--- src/rtl/i2c_wr_pkg.sv ---
package i2c_wr_pkg;
  localparam int unsigned BYTE_W = 8;
  localparam int unsigned CNT_W  = $clog2(BYTE_W + 1);

  typedef enum logic [2:0] {
    ST_IDLE,
    ST_DEV,
    ST_AHI,
    ST_ALO,
    ST_DATA,
    ST_IGN
  } wr_state_e;
endpackage

--- src/rtl/i2c_bus_sampler.sv ---
module i2c_bus_sampler #(
  parameter int unsigned SYNC_STAGES = 2
) (
  input  logic clk,
  input  logic rst_n,
  input  logic scl_i,
  input  logic sda_i,
  output logic scl_s,
  output logic sda_s,
  output logic scl_rise,
  output logic scl_fall,
  output logic start_ev,
  output logic stop_ev
);
  logic [SYNC_STAGES-1:0] scl_sh;
  logic [SYNC_STAGES-1:0] sda_sh;
  logic scl_q, sda_q;

  for (genvar i = 0; i < SYNC_STAGES; i++) begin : g_sync
    always_ff @(posedge clk or negedge rst_n) begin
      if (!rst_n) begin
        scl_sh[i] <= 1'b1;
        sda_sh[i] <= 1'b1;
      end else if (i == 0) begin
        scl_sh[i] <= scl_i;
        sda_sh[i] <= sda_i;
      end else begin
        scl_sh[i] <= scl_sh[(i == 0) ? 0 : i - 1];
        sda_sh[i] <= sda_sh[(i == 0) ? 0 : i - 1];
      end
    end
  end

  assign scl_s = scl_sh[SYNC_STAGES-1];
  assign sda_s = sda_sh[SYNC_STAGES-1];

  always_ff @(posedge clk or negedge rst_n) begin
    if (!rst_n) begin
      scl_q <= 1'b1;
      sda_q <= 1'b1;
    end else begin
      scl_q <= scl_s;
      sda_q <= sda_s;
    end
  end

  assign scl_rise = scl_s & ~scl_q;
  assign scl_fall = ~scl_s & scl_q;
  assign start_ev = scl_s & scl_q & sda_q & ~sda_s;
  assign stop_ev  = scl_s & scl_q & ~sda_q & sda_s;
endmodule

--- src/rtl/i2c_page_addr.sv ---
module i2c_page_addr
  import i2c_wr_pkg::*;
#(
  parameter int unsigned ADDR_W = 14,
  parameter int unsigned OFS_W  = 6
) (
  input  logic                       clk,
  input  logic                       rst_n,
  input  logic                       load,
  input  logic [ADDR_W-BYTE_W-1:0]   hi,
  input  logic [BYTE_W-1:0]          lo,
  input  logic                       adv,
  output logic [ADDR_W-1:0]          addr
);
  localparam int unsigned PAGE_W = ADDR_W - OFS_W;

  function automatic logic [ADDR_W-1:0] page_next(input logic [ADDR_W-1:0] a);
    logic [OFS_W-1:0] ofs;
    ofs = a[OFS_W-1:0] + 1'b1;
    return {a[ADDR_W-1:OFS_W], ofs};
  endfunction

  always_ff @(posedge clk or negedge rst_n) begin
    if (!rst_n)      addr <= '0;
    else if (load)   addr <= {hi, lo};
    else if (adv)    addr <= page_next(addr);
  end

  assert_page_fixed_R4: assert property (@(posedge clk) disable iff (!rst_n)
    (adv && !load) |=> (addr[ADDR_W-1:ADDR_W-PAGE_W] == $past(addr[ADDR_W-1:ADDR_W-PAGE_W])));
endmodule

--- src/rtl/i2c_wr_ctrl.sv ---
module i2c_wr_ctrl
  import i2c_wr_pkg::*;
#(
  parameter int unsigned      ADDR_W     = 14,
  parameter int unsigned      SEL_W      = 3,
  parameter logic [3:0]       DEV_PREFIX = 4'b1010
) (
  input  logic                     clk,
  input  logic                     rst_n,
  input  logic                     scl_s,
  input  logic                     sda_s,
  input  logic                     scl_rise,
  input  logic                     scl_fall,
  input  logic                     start_ev,
  input  logic                     stop_ev,
  input  logic [SEL_W-1:0]         dev_sel,
  input  logic                     wp_i,
  input  logic                     wr_busy_i,
  output logic                     sda_oe,
  output logic                     addr_load_ev,
  output logic [ADDR_W-BYTE_W-1:0] addr_hi,
  output logic [BYTE_W-1:0]        addr_lo,
  output logic                     pb_addr_load_o,
  output logic                     pb_wr_o,
  output logic [BYTE_W-1:0]        pb_wdata_o,
  output logic                     pb_commit_o
);
  localparam int unsigned HI_W = ADDR_W - BYTE_W;

  wr_state_e               st;
  logic [CNT_W-1:0]        bitcnt;
  logic [BYTE_W-1:0]       shreg;
  logic                    ack_phase;
  logic                    wp_lat;
  logic                    wp_pending;
  logic                    data_seen;

  logic shift_ok, byte_done, ack_end, dev_match, dev_ack;
  logic data_ack, data_reject, wp_strobe, commit_ev;

  assign shift_ok   = scl_rise && !ack_phase && (bitcnt < CNT_W'(BYTE_W)) &&
                      (st inside {ST_DEV, ST_AHI, ST_ALO, ST_DATA});
  assign byte_done  = scl_fall && !ack_phase && (bitcnt == CNT_W'(BYTE_W)) &&
                      (st inside {ST_DEV, ST_AHI, ST_ALO, ST_DATA});
  assign ack_end    = scl_fall && ack_phase;
  assign dev_match  = (shreg[BYTE_W-1:1] == {DEV_PREFIX, dev_sel});
  assign dev_ack    = byte_done && (st == ST_DEV) && dev_match && !shreg[0] && !wr_busy_i;
  assign data_ack    = byte_done && (st == ST_DATA) && !wp_lat;
  assign data_reject = byte_done && (st == ST_DATA) && wp_lat;
  assign wp_strobe  = ack_end && wp_pending;
  assign commit_ev  = stop_ev && data_seen;
  assign addr_load_ev = byte_done && (st == ST_ALO);
  assign addr_lo    = shreg;

  always_ff @(posedge clk or negedge rst_n) begin
    if (!rst_n) begin
      st         <= ST_IDLE;
      bitcnt     <= '0;
      shreg      <= '0;
      ack_phase  <= 1'b0;
      sda_oe     <= 1'b0;
      wp_lat     <= 1'b0;
      wp_pending <= 1'b0;
      data_seen  <= 1'b0;
      addr_hi    <= '0;
    end else if (start_ev || stop_ev) begin
      st         <= start_ev ? ST_DEV : ST_IDLE;
      bitcnt     <= '0;
      ack_phase  <= 1'b0;
      sda_oe     <= 1'b0;
      wp_pending <= 1'b0;
      data_seen  <= 1'b0;
    end else begin
      if (shift_ok) begin
        shreg  <= {shreg[BYTE_W-2:0], sda_s};
        bitcnt <= bitcnt + 1'b1;
      end
      if (byte_done) begin
        ack_phase <= 1'b1;
        unique case (st)
          ST_DEV: begin
            if (dev_ack) begin
              sda_oe <= 1'b1;
              st     <= ST_AHI;
            end else begin
              st     <= ST_IGN;
            end
          end
          ST_AHI: begin
            sda_oe  <= 1'b1;
            addr_hi <= shreg[HI_W-1:0];
            st      <= ST_ALO;
          end
          ST_ALO: begin
            sda_oe     <= 1'b1;
            wp_pending <= 1'b1;
            st         <= ST_DATA;
          end
          default: begin
            if (data_reject) begin
              st <= ST_IGN;
            end else begin
              sda_oe    <= 1'b1;
              data_seen <= 1'b1;
            end
          end
        endcase
      end
      if (ack_end) begin
        ack_phase <= 1'b0;
        bitcnt    <= '0;
        sda_oe    <= 1'b0;
      end
      if (wp_strobe) begin
        wp_lat     <= wp_i;
        wp_pending <= 1'b0;
      end
    end
  end

  always_ff @(posedge clk or negedge rst_n) begin
    if (!rst_n) begin
      pb_addr_load_o <= 1'b0;
      pb_wr_o        <= 1'b0;
      pb_wdata_o     <= '0;
      pb_commit_o    <= 1'b0;
    end else begin
      pb_addr_load_o <= addr_load_ev && !start_ev && !stop_ev;
      pb_wr_o        <= data_ack && !start_ev && !stop_ev;
      pb_commit_o    <= commit_ev;
      if (data_ack) pb_wdata_o <= shreg;
    end
  end

  assert_oe_rise_low_R3: assert property (@(posedge clk) disable iff (!rst_n)
    $rose(sda_oe) |-> !scl_s);
  assert_oe_fall_low_R3: assert property (@(posedge clk) disable iff (!rst_n)
    $fell(sda_oe) |-> !scl_s);
  assert_busy_nack_R7: assert property (@(posedge clk) disable iff (!rst_n)
    (byte_done && (st == ST_DEV) && wr_busy_i) |=> !sda_oe);
  assert_wp_blocks_R8: assert property (@(posedge clk) disable iff (!rst_n)
    pb_wr_o |-> !wp_lat);
  assert_commit_on_stop_R5: assert property (@(posedge clk) disable iff (!rst_n)
    pb_commit_o |-> $past(stop_ev));
  assert_single_strobe_R4: assert property (@(posedge clk) disable iff (!rst_n)
    $onehot0({pb_addr_load_o, pb_wr_o, pb_commit_o}));
endmodule

--- src/rtl/i2c_eeprom_wr_slave.sv ---
module i2c_eeprom_wr_slave
  import i2c_wr_pkg::*;
#(
  parameter int unsigned SYNC_STAGES = 2,
  parameter int unsigned ADDR_W      = 14,
  parameter int unsigned OFS_W       = 6,
  parameter int unsigned SEL_W       = 3,
  parameter logic [3:0]  DEV_PREFIX  = 4'b1010
) (
  input  logic              clk,
  input  logic              rst_n,
  input  logic              scl_i,
  input  logic              sda_i,
  output logic              sda_oe_o,
  input  logic [SEL_W-1:0]  dev_sel_i,
  input  logic              wp_i,
  input  logic              wr_busy_i,
  output logic              pb_addr_load_o,
  output logic [ADDR_W-1:0] pb_addr_o,
  output logic              pb_wr_o,
  output logic [BYTE_W-1:0] pb_wdata_o,
  output logic              pb_commit_o
);
  logic scl_s, sda_s, scl_rise, scl_fall, start_ev, stop_ev;
  logic addr_load_ev;
  logic [ADDR_W-BYTE_W-1:0] addr_hi;
  logic [BYTE_W-1:0]        addr_lo;

  i2c_bus_sampler #(.SYNC_STAGES(SYNC_STAGES)) u_sampler (
    .clk      (clk),
    .rst_n    (rst_n),
    .scl_i    (scl_i),
    .sda_i    (sda_i),
    .scl_s    (scl_s),
    .sda_s    (sda_s),
    .scl_rise (scl_rise),
    .scl_fall (scl_fall),
    .start_ev (start_ev),
    .stop_ev  (stop_ev)
  );

  i2c_wr_ctrl #(
    .ADDR_W     (ADDR_W),
    .SEL_W      (SEL_W),
    .DEV_PREFIX (DEV_PREFIX)
  ) u_ctrl (
    .clk            (clk),
    .rst_n          (rst_n),
    .scl_s          (scl_s),
    .sda_s          (sda_s),
    .scl_rise       (scl_rise),
    .scl_fall       (scl_fall),
    .start_ev       (start_ev),
    .stop_ev        (stop_ev),
    .dev_sel        (dev_sel_i),
    .wp_i           (wp_i),
    .wr_busy_i      (wr_busy_i),
    .sda_oe         (sda_oe_o),
    .addr_load_ev   (addr_load_ev),
    .addr_hi        (addr_hi),
    .addr_lo        (addr_lo),
    .pb_addr_load_o (pb_addr_load_o),
    .pb_wr_o        (pb_wr_o),
    .pb_wdata_o     (pb_wdata_o),
    .pb_commit_o    (pb_commit_o)
  );

  i2c_page_addr #(.ADDR_W(ADDR_W), .OFS_W(OFS_W)) u_page_addr (
    .clk   (clk),
    .rst_n (rst_n),
    .load  (addr_load_ev),
    .hi    (addr_hi),
    .lo    (addr_lo),
    .adv   (pb_wr_o),
    .addr  (pb_addr_o)
  );
endmodule

--- config.mk ---
export PLATFORM = sky130hd
export DESIGN_NAME = i2c_eeprom_wr_slave
export DESIGN_NICKNAME = d
export VERILOG_FILES = /design/src/rtl/i2c_wr_pkg.sv /design/src/rtl/i2c_bus_sampler.sv /design/src/rtl/i2c_page_addr.sv /design/src/rtl/i2c_wr_ctrl.sv /design/src/rtl/i2c_eeprom_wr_slave.sv
export SDC_FILE = /design/constraint.sdc
export NUM_CORES = 1
export LEC_CHECK = 0
export BUFFER_PORTS_ARGS = -buffer_cell sky130_fd_sc_hd__buf_2
export CAP_MARGIN = 20
export CORE_UTILIZATION = 61
export CTS_BUF_LIST = sky130_fd_sc_hd__clkbuf_8
export DETAILED_ROUTE_END_ITERATION = 8
export PLACE_DENSITY = 0.84
export SLEW_MARGIN = 10
export SYNTH_ARGS = -nofsm -noshare
export SYNTH_HDL_FRONTEND = slang
export SYNTH_SLANG_ARGS = --single-unit
--- constraint.sdc ---
create_clock -name clk -period 6.2 [get_ports clk]
set_input_delay 0.62 -clock clk [delete_from_list [all_inputs] [get_ports clk]]
set_output_delay 0.62 -clock clk [all_outputs]
set_load 0.02 [all_outputs]
# Word-level counts from Yosys, hierarchy flattened
# Cells that the tools add are included.
dict set report word_totals {
  output_inout_bits 26
  register_bits 57
  input_bits 9
}
dict set report op_classes {
  bitwise_logic 12
  n_lt_le_gt_ge 1
  mux 27
  eq_ne 10
  add_sub_neg 2
  n_reduce_logical 45
}
# cell count
set ops {}
lappend ops {{1-bit logical AND} 21}
lappend ops {{1-bit two-way mux} 16}
lappend ops {{14-bit two-way mux} 1}
lappend ops {{3-bit two-way mux} 4}
lappend ops {{4-bit two-way mux} 3}
lappend ops {{3-bit nonzero test} 4}
lappend ops {{3-bit case mux with 3 select lines} 1}
lappend ops {{3-bit AND reduction} 3}
lappend ops {{2-bit AND reduction} 4}
lappend ops {{1-bit AND} 7}
lappend ops {{7-bit equality test} 1}
lappend ops {{6-bit by 1-bit adder with 6-bit output (second input constant)} 1}
lappend ops {{3-bit by 2-bit equality test with 1-bit output (second input constant)} 2}
lappend ops {{1-bit zero test} 6}
lappend ops {{6-bit two-way mux} 1}
lappend ops {{5-bit by 4-bit inequality test with 1-bit output (second input constant)} 1}
lappend ops {{1-bit inverter} 5}
lappend ops {{5-bit nonzero test} 1}
lappend ops {{4-bit by 1-bit adder with 4-bit output (second input constant)} 1}
lappend ops {{4-bit equality test (second input constant)} 1}
lappend ops {{4-bit less-than comparator (second input constant)} 1}
lappend ops {{4-bit by 2-bit inequality test with 1-bit output (second input constant)} 1}
lappend ops {{2-bit nonzero test} 2}
lappend ops {{4-bit nonzero test} 1}
lappend ops {{other kinds (8)} 8}

# Depth between registers and ports, before layout
dict set report logic_depth {
  ltp_word 14
  mapped_depth 8
  depth_no_buf 7
}

# By module
# A second synthesis with hierarchy kept.
dict set report hier_totals {
  hier_cells 196
  hier_area_um2 2557.5
}
# mod cells_per_inst area_each_um2 n_inst seq_area_each_um2
set modules_own_cells {}
lappend modules_own_cells {i2c_wr_ctrl 137 1765.4 1 925.9}
lappend modules_own_cells {i2c_page_addr 49 601.8 1 350.3}
lappend modules_own_cells {i2c_bus_sampler 10 190.2 1 157.7}

# Worst setup path after synthesis
# Ideal clock, no wire load.
dict set report synth_path {
  kind {register to register}
  from {register u_ctrl.bitcnt[0]}
  to {register u_ctrl.addr_hi[0]}
  path_stages_with_launch 9
  synth_period_minus_slack_ns 1.939
  slack_ns 4.261
  required_time_ns 6.075
  t_arrival_ns 1.814
  cell_sequence {dfrtp_1 inv_1 ha_1 nor4bb_4 and3b_1 buf_4 and4_1 buf_6 mux2_4}
}
dict set report synth_via {
  elab_chain_cells 4
}
# item line
set synth_rtl {}
lappend synth_rtl {{start, declared} i2c_wr_ctrl.sv:31} ;# logic [CNT_W-1:0] bitcnt;
lappend synth_rtl {{start signal, assigned} i2c_wr_ctrl.sv:76} ;# bitcnt <= bitcnt + 1'b1;
lappend synth_rtl {{4-bit equality test} i2c_wr_ctrl.sv:43} ;# assign byte_done = scl_fall && !ack_phase && (bitcnt == CNT_W'(BYTE_W)) &&
lappend synth_rtl {{1-bit logical AND (2 in series)} i2c_wr_ctrl.sv:43}
lappend synth_rtl {{3-bit AND reduction (no line)} -}
lappend synth_rtl {{end signal, assigned} i2c_wr_ctrl.sv:91} ;# addr_hi <= shreg[HI_W-1:0];
lappend synth_rtl {{end, declared} i2c_wr_ctrl.sv:21} ;# output logic [ADDR_W-BYTE_W-1:0] addr_hi,
# Every way passes these cells.
# A chain may end at the register's enable or synchronous reset.

# Worst setup path after layout
dict set report layout_path {
  from {register u_ctrl.bitcnt[0]}
  to {register u_ctrl.addr_hi[3]}
}
# Same word-level chain as after synthesis.

==> impl_metrics.yaml <==
grt:
  grt_use_total_pct: 25.72
  antenna_found_initial: 0
  overflow: 0
  grt_pass1_vias: 1614
  grt_pass1_wl_um: 7969
  grt_max_degree: 58
floorplanning:
  fp.dieArea_mm2: 0.004324
  start_util_pct: 65.76
  core_area_mm2: 0.003771
  die_x_um: 65.76
  ioPinCount: 35
  placementRows: 22
  die_y_um: 65.76
clock_tree:
  ctsHoldBuffers: 0
  post_cts_buffers: 0
  cts-root-buf: "clkbuf_8"
  clk_latency_ns: 0.33
  htree_levels: 3
  path_clk_slew_ns: 0.06
  clock_sinks: 57
  post_cts_resized: 0
  clockBufferDepth: 2
  cts_made_buffers: 9
  cts_tree: "done"
job:
  drv_cap: 0
power_and_ir_drop:
  ir_drop_mv: 0.2273
  leakagePower_nw: 1.480
  pwr_density_cell_mw_per_mm2: 291.9
setup_path:
  crit_fanout: 7
  worstRegToRegCells: 6
  cp_data_arrival_time_ns: 2.48
  crit_required_ns: 6.41
  path_class: "reg2reg"
  cpMaxStageDelayCell: "and4_1"
  endpoint_kind: "register"
  r2r-end: "u_ctrl.addr_hi[3]"
  reg2reg_from: "u_ctrl.bitcnt[0]"
  worst-r2r-setup-slack_ns: 3.93
  crit_family: "simple AND/OR/NAND/NOR gates"
  crit_buf_inv: 1
  path_cells: "inv_1, ha_1, nor4bb_4, and3b_1, and4_1, mux2_4"
  slowest_delay_ns: 0.48
  startpoint_type: "register"
sta:
  skew_ns: 0.006990
  period_needed_ns: 2.273
  relSlewSlack_pct: 54.70
  finalSetupViolations: 0
  tightest_slew_ns: 0.6794
  report.final.slew_viol_count: 0
  fin_setup_tns_ns: 0
  rsz0062_at_grt: "false"
  timing.final.crit_share_pct: 36.65
  hold_viol_final: 0
  setup_slack_ns: 3.927
  fmaxAchievable_mhz: 440.0
synth:
  synth_ff_type: "dfrtp_1"
  synth_edf_count: 0
  yosysUniqueCellTypes: 42
  syn-cell-area_mm2: 0.002480
  ys_seq_area_share_pct: 57.82
  syn-num-nets: 215
  synth_warnings: 0
  async_reset_ff_share_pct: 100.0
  synth_area_per_cell_um2: 12.22
  synth_cells: 203
  ys_ff_latch: 57
route:
  antenna_left: 0
  drt_first_iter_violations: 112
  drc: 0
  wl_per_cell_um: 15.97
  drt_pass1_iterations: 5
  viasPerCell: 5.707
  wl_um: 4696
  vias: 1678
min_path:
  worstHoldPathCells: 0
  hold_class: "reg2reg"
  hold_end: "u_sampler.sda_s"
  hold_start: "u_sampler.sda_sh[0]"
placed_design:
  numPortBuffers: 34
  dp_slack_ns: 3.941
  dpl_cell_area_mm2: 0.002670
  dp_hpwl_um: 3111
  gp_congestion: 0.7753
layout:
  n_antenna_cell: 0
  final_common_cell: "dfrtp_1"
  layout-drive-gt1-share_pct: 35.37
  layout_common_cells: "51 x dfrtp_1, 38 x nand2_1, 34 x buf_2, 18 x mux2_2, 11 x clkbuf_8"
  final_area_mm2: 0.002869
  fill_cells: 243
  final_net_count: 253
  synthToLayoutAreaGrowth_pct: 15.69
outcome:
  outcome: "completed"
==> area by class of cell <==
cell class	count	area (um^2)	area share (%)
tap	48	60.06	2.093
multi-input combinational	134	983.4	34.28
inverter	4	15.01	0.5233
sequential	57	1434	49.98
timing repair buffer	35	177.7	6.193
clock buffer	11	151.4	5.277
clock inverter	5	47.55	1.657
==> cells by family (layout without fill, tap and decap cells) <==
family | after synthesis | after routing | share of synthesized area, %
flops | 57 | 57 | 57.82
simple gates | 74 | 74 | 16.05
compound gates | 20 | 20 | 5.601
buf+inv | 12 | 55 | 2.522
mux | 26 | 26 | 12.61
fa+ha+maj | 3 | 3 | 1.514
xor+xnor | 11 | 11 | 3.885
==> synth_stat cells (2+ instances only) <==
library cell	n	area share, %
nand4_1	3	0.76
dfstp_2	6	6.4
nand3b_1	3	0.91
xor2_1	3	1.1
xnor2_1	8	2.8
inv_1	4	0.61
mux2_2	18	8.2
dfrtp_1	51	51
mux2i_1	2	0.81
or2_2	3	0.76
nand3_1	5	1.0
o21ai_0	8	1.6
nor2_1	6	0.91
a211oi_1	2	0.61
buf_2	5	1.0
ha_1	3	1.5
a21oi_1	2	0.40
nor3_1	3	0.61
nand2_1	38	5.8
nor4b_1	3	1.1
mux2_4	6	3.6
==> stage by stage <==
stage          cells   power, W  hold WS (ns)  util [%]
2_1_floorplan    203  0.0004705        0.3244         -
3_5_place_dp     278  0.0005028        0.3476     70.80
5_1_grt          294  0.0008779        0.3620     76.08
4_1_cts          294  0.0008419        0.3567     76.08
3_3_place_gp     278  0.0004977        0.3456     70.80
6_report         294  0.0008374        0.3569     76.08
==> metal layers <==
metal	GRT usage, %	vias up	wire length [um]
met4	13.04	0	83
met3	5.382	10	223
li1	-	790	-
met1	35.63	820	2170
met5	0	-	0
met2	38.14	58	2219
==> worst max-delay path by stage <==
stage	start	end	depth (start not counted)
after global routing	u_ctrl.bitcnt[0]	u_page_addr.addr[1]	6
after CTS	u_ctrl.bitcnt[0]	u_ctrl.addr_hi[3]	6
after detailed placement	u_ctrl.bitcnt[0]	u_ctrl.addr_hi[2]	6
after floorplan	u_ctrl.bitcnt[0]	u_ctrl.addr_hi[0]	8
final	u_ctrl.bitcnt[0]	u_ctrl.addr_hi[3]	6
after global placement	u_ctrl.bitcnt[0]	u_ctrl.addr_hi[1]	6
==> worst register-to-register path, stage by stage (launching register included) <==
cell      delay (ns)
dfrtp_1         0.41
inv_1           0.10
ha_1            0.15
nor4bb_4        0.31
and3b_1         0.37
and4_1          0.48
mux2_4          0.34
==> where the power goes <==
part | total [W] | switching (W) | internal [W]
combinational | 0.0000617 | 0.0000269 | 0.0000348
clock | 0.000341 | 0.000138 | 0.000203
sequential | 0.000435 | 0.0000391 | 0.000396
==> flip-flops by register name, indices dropped and copies added (netlist names), 3 cells and up <==
register / count
u_ctrl.addr_lo: 8
u_ctrl.st: 3
u_page_addr.addr: 14
u_ctrl.pb_wdata_o: 8
u_ctrl.bitcnt: 4
u_ctrl.addr_hi: 6
(Power assumes the default switching activity.)
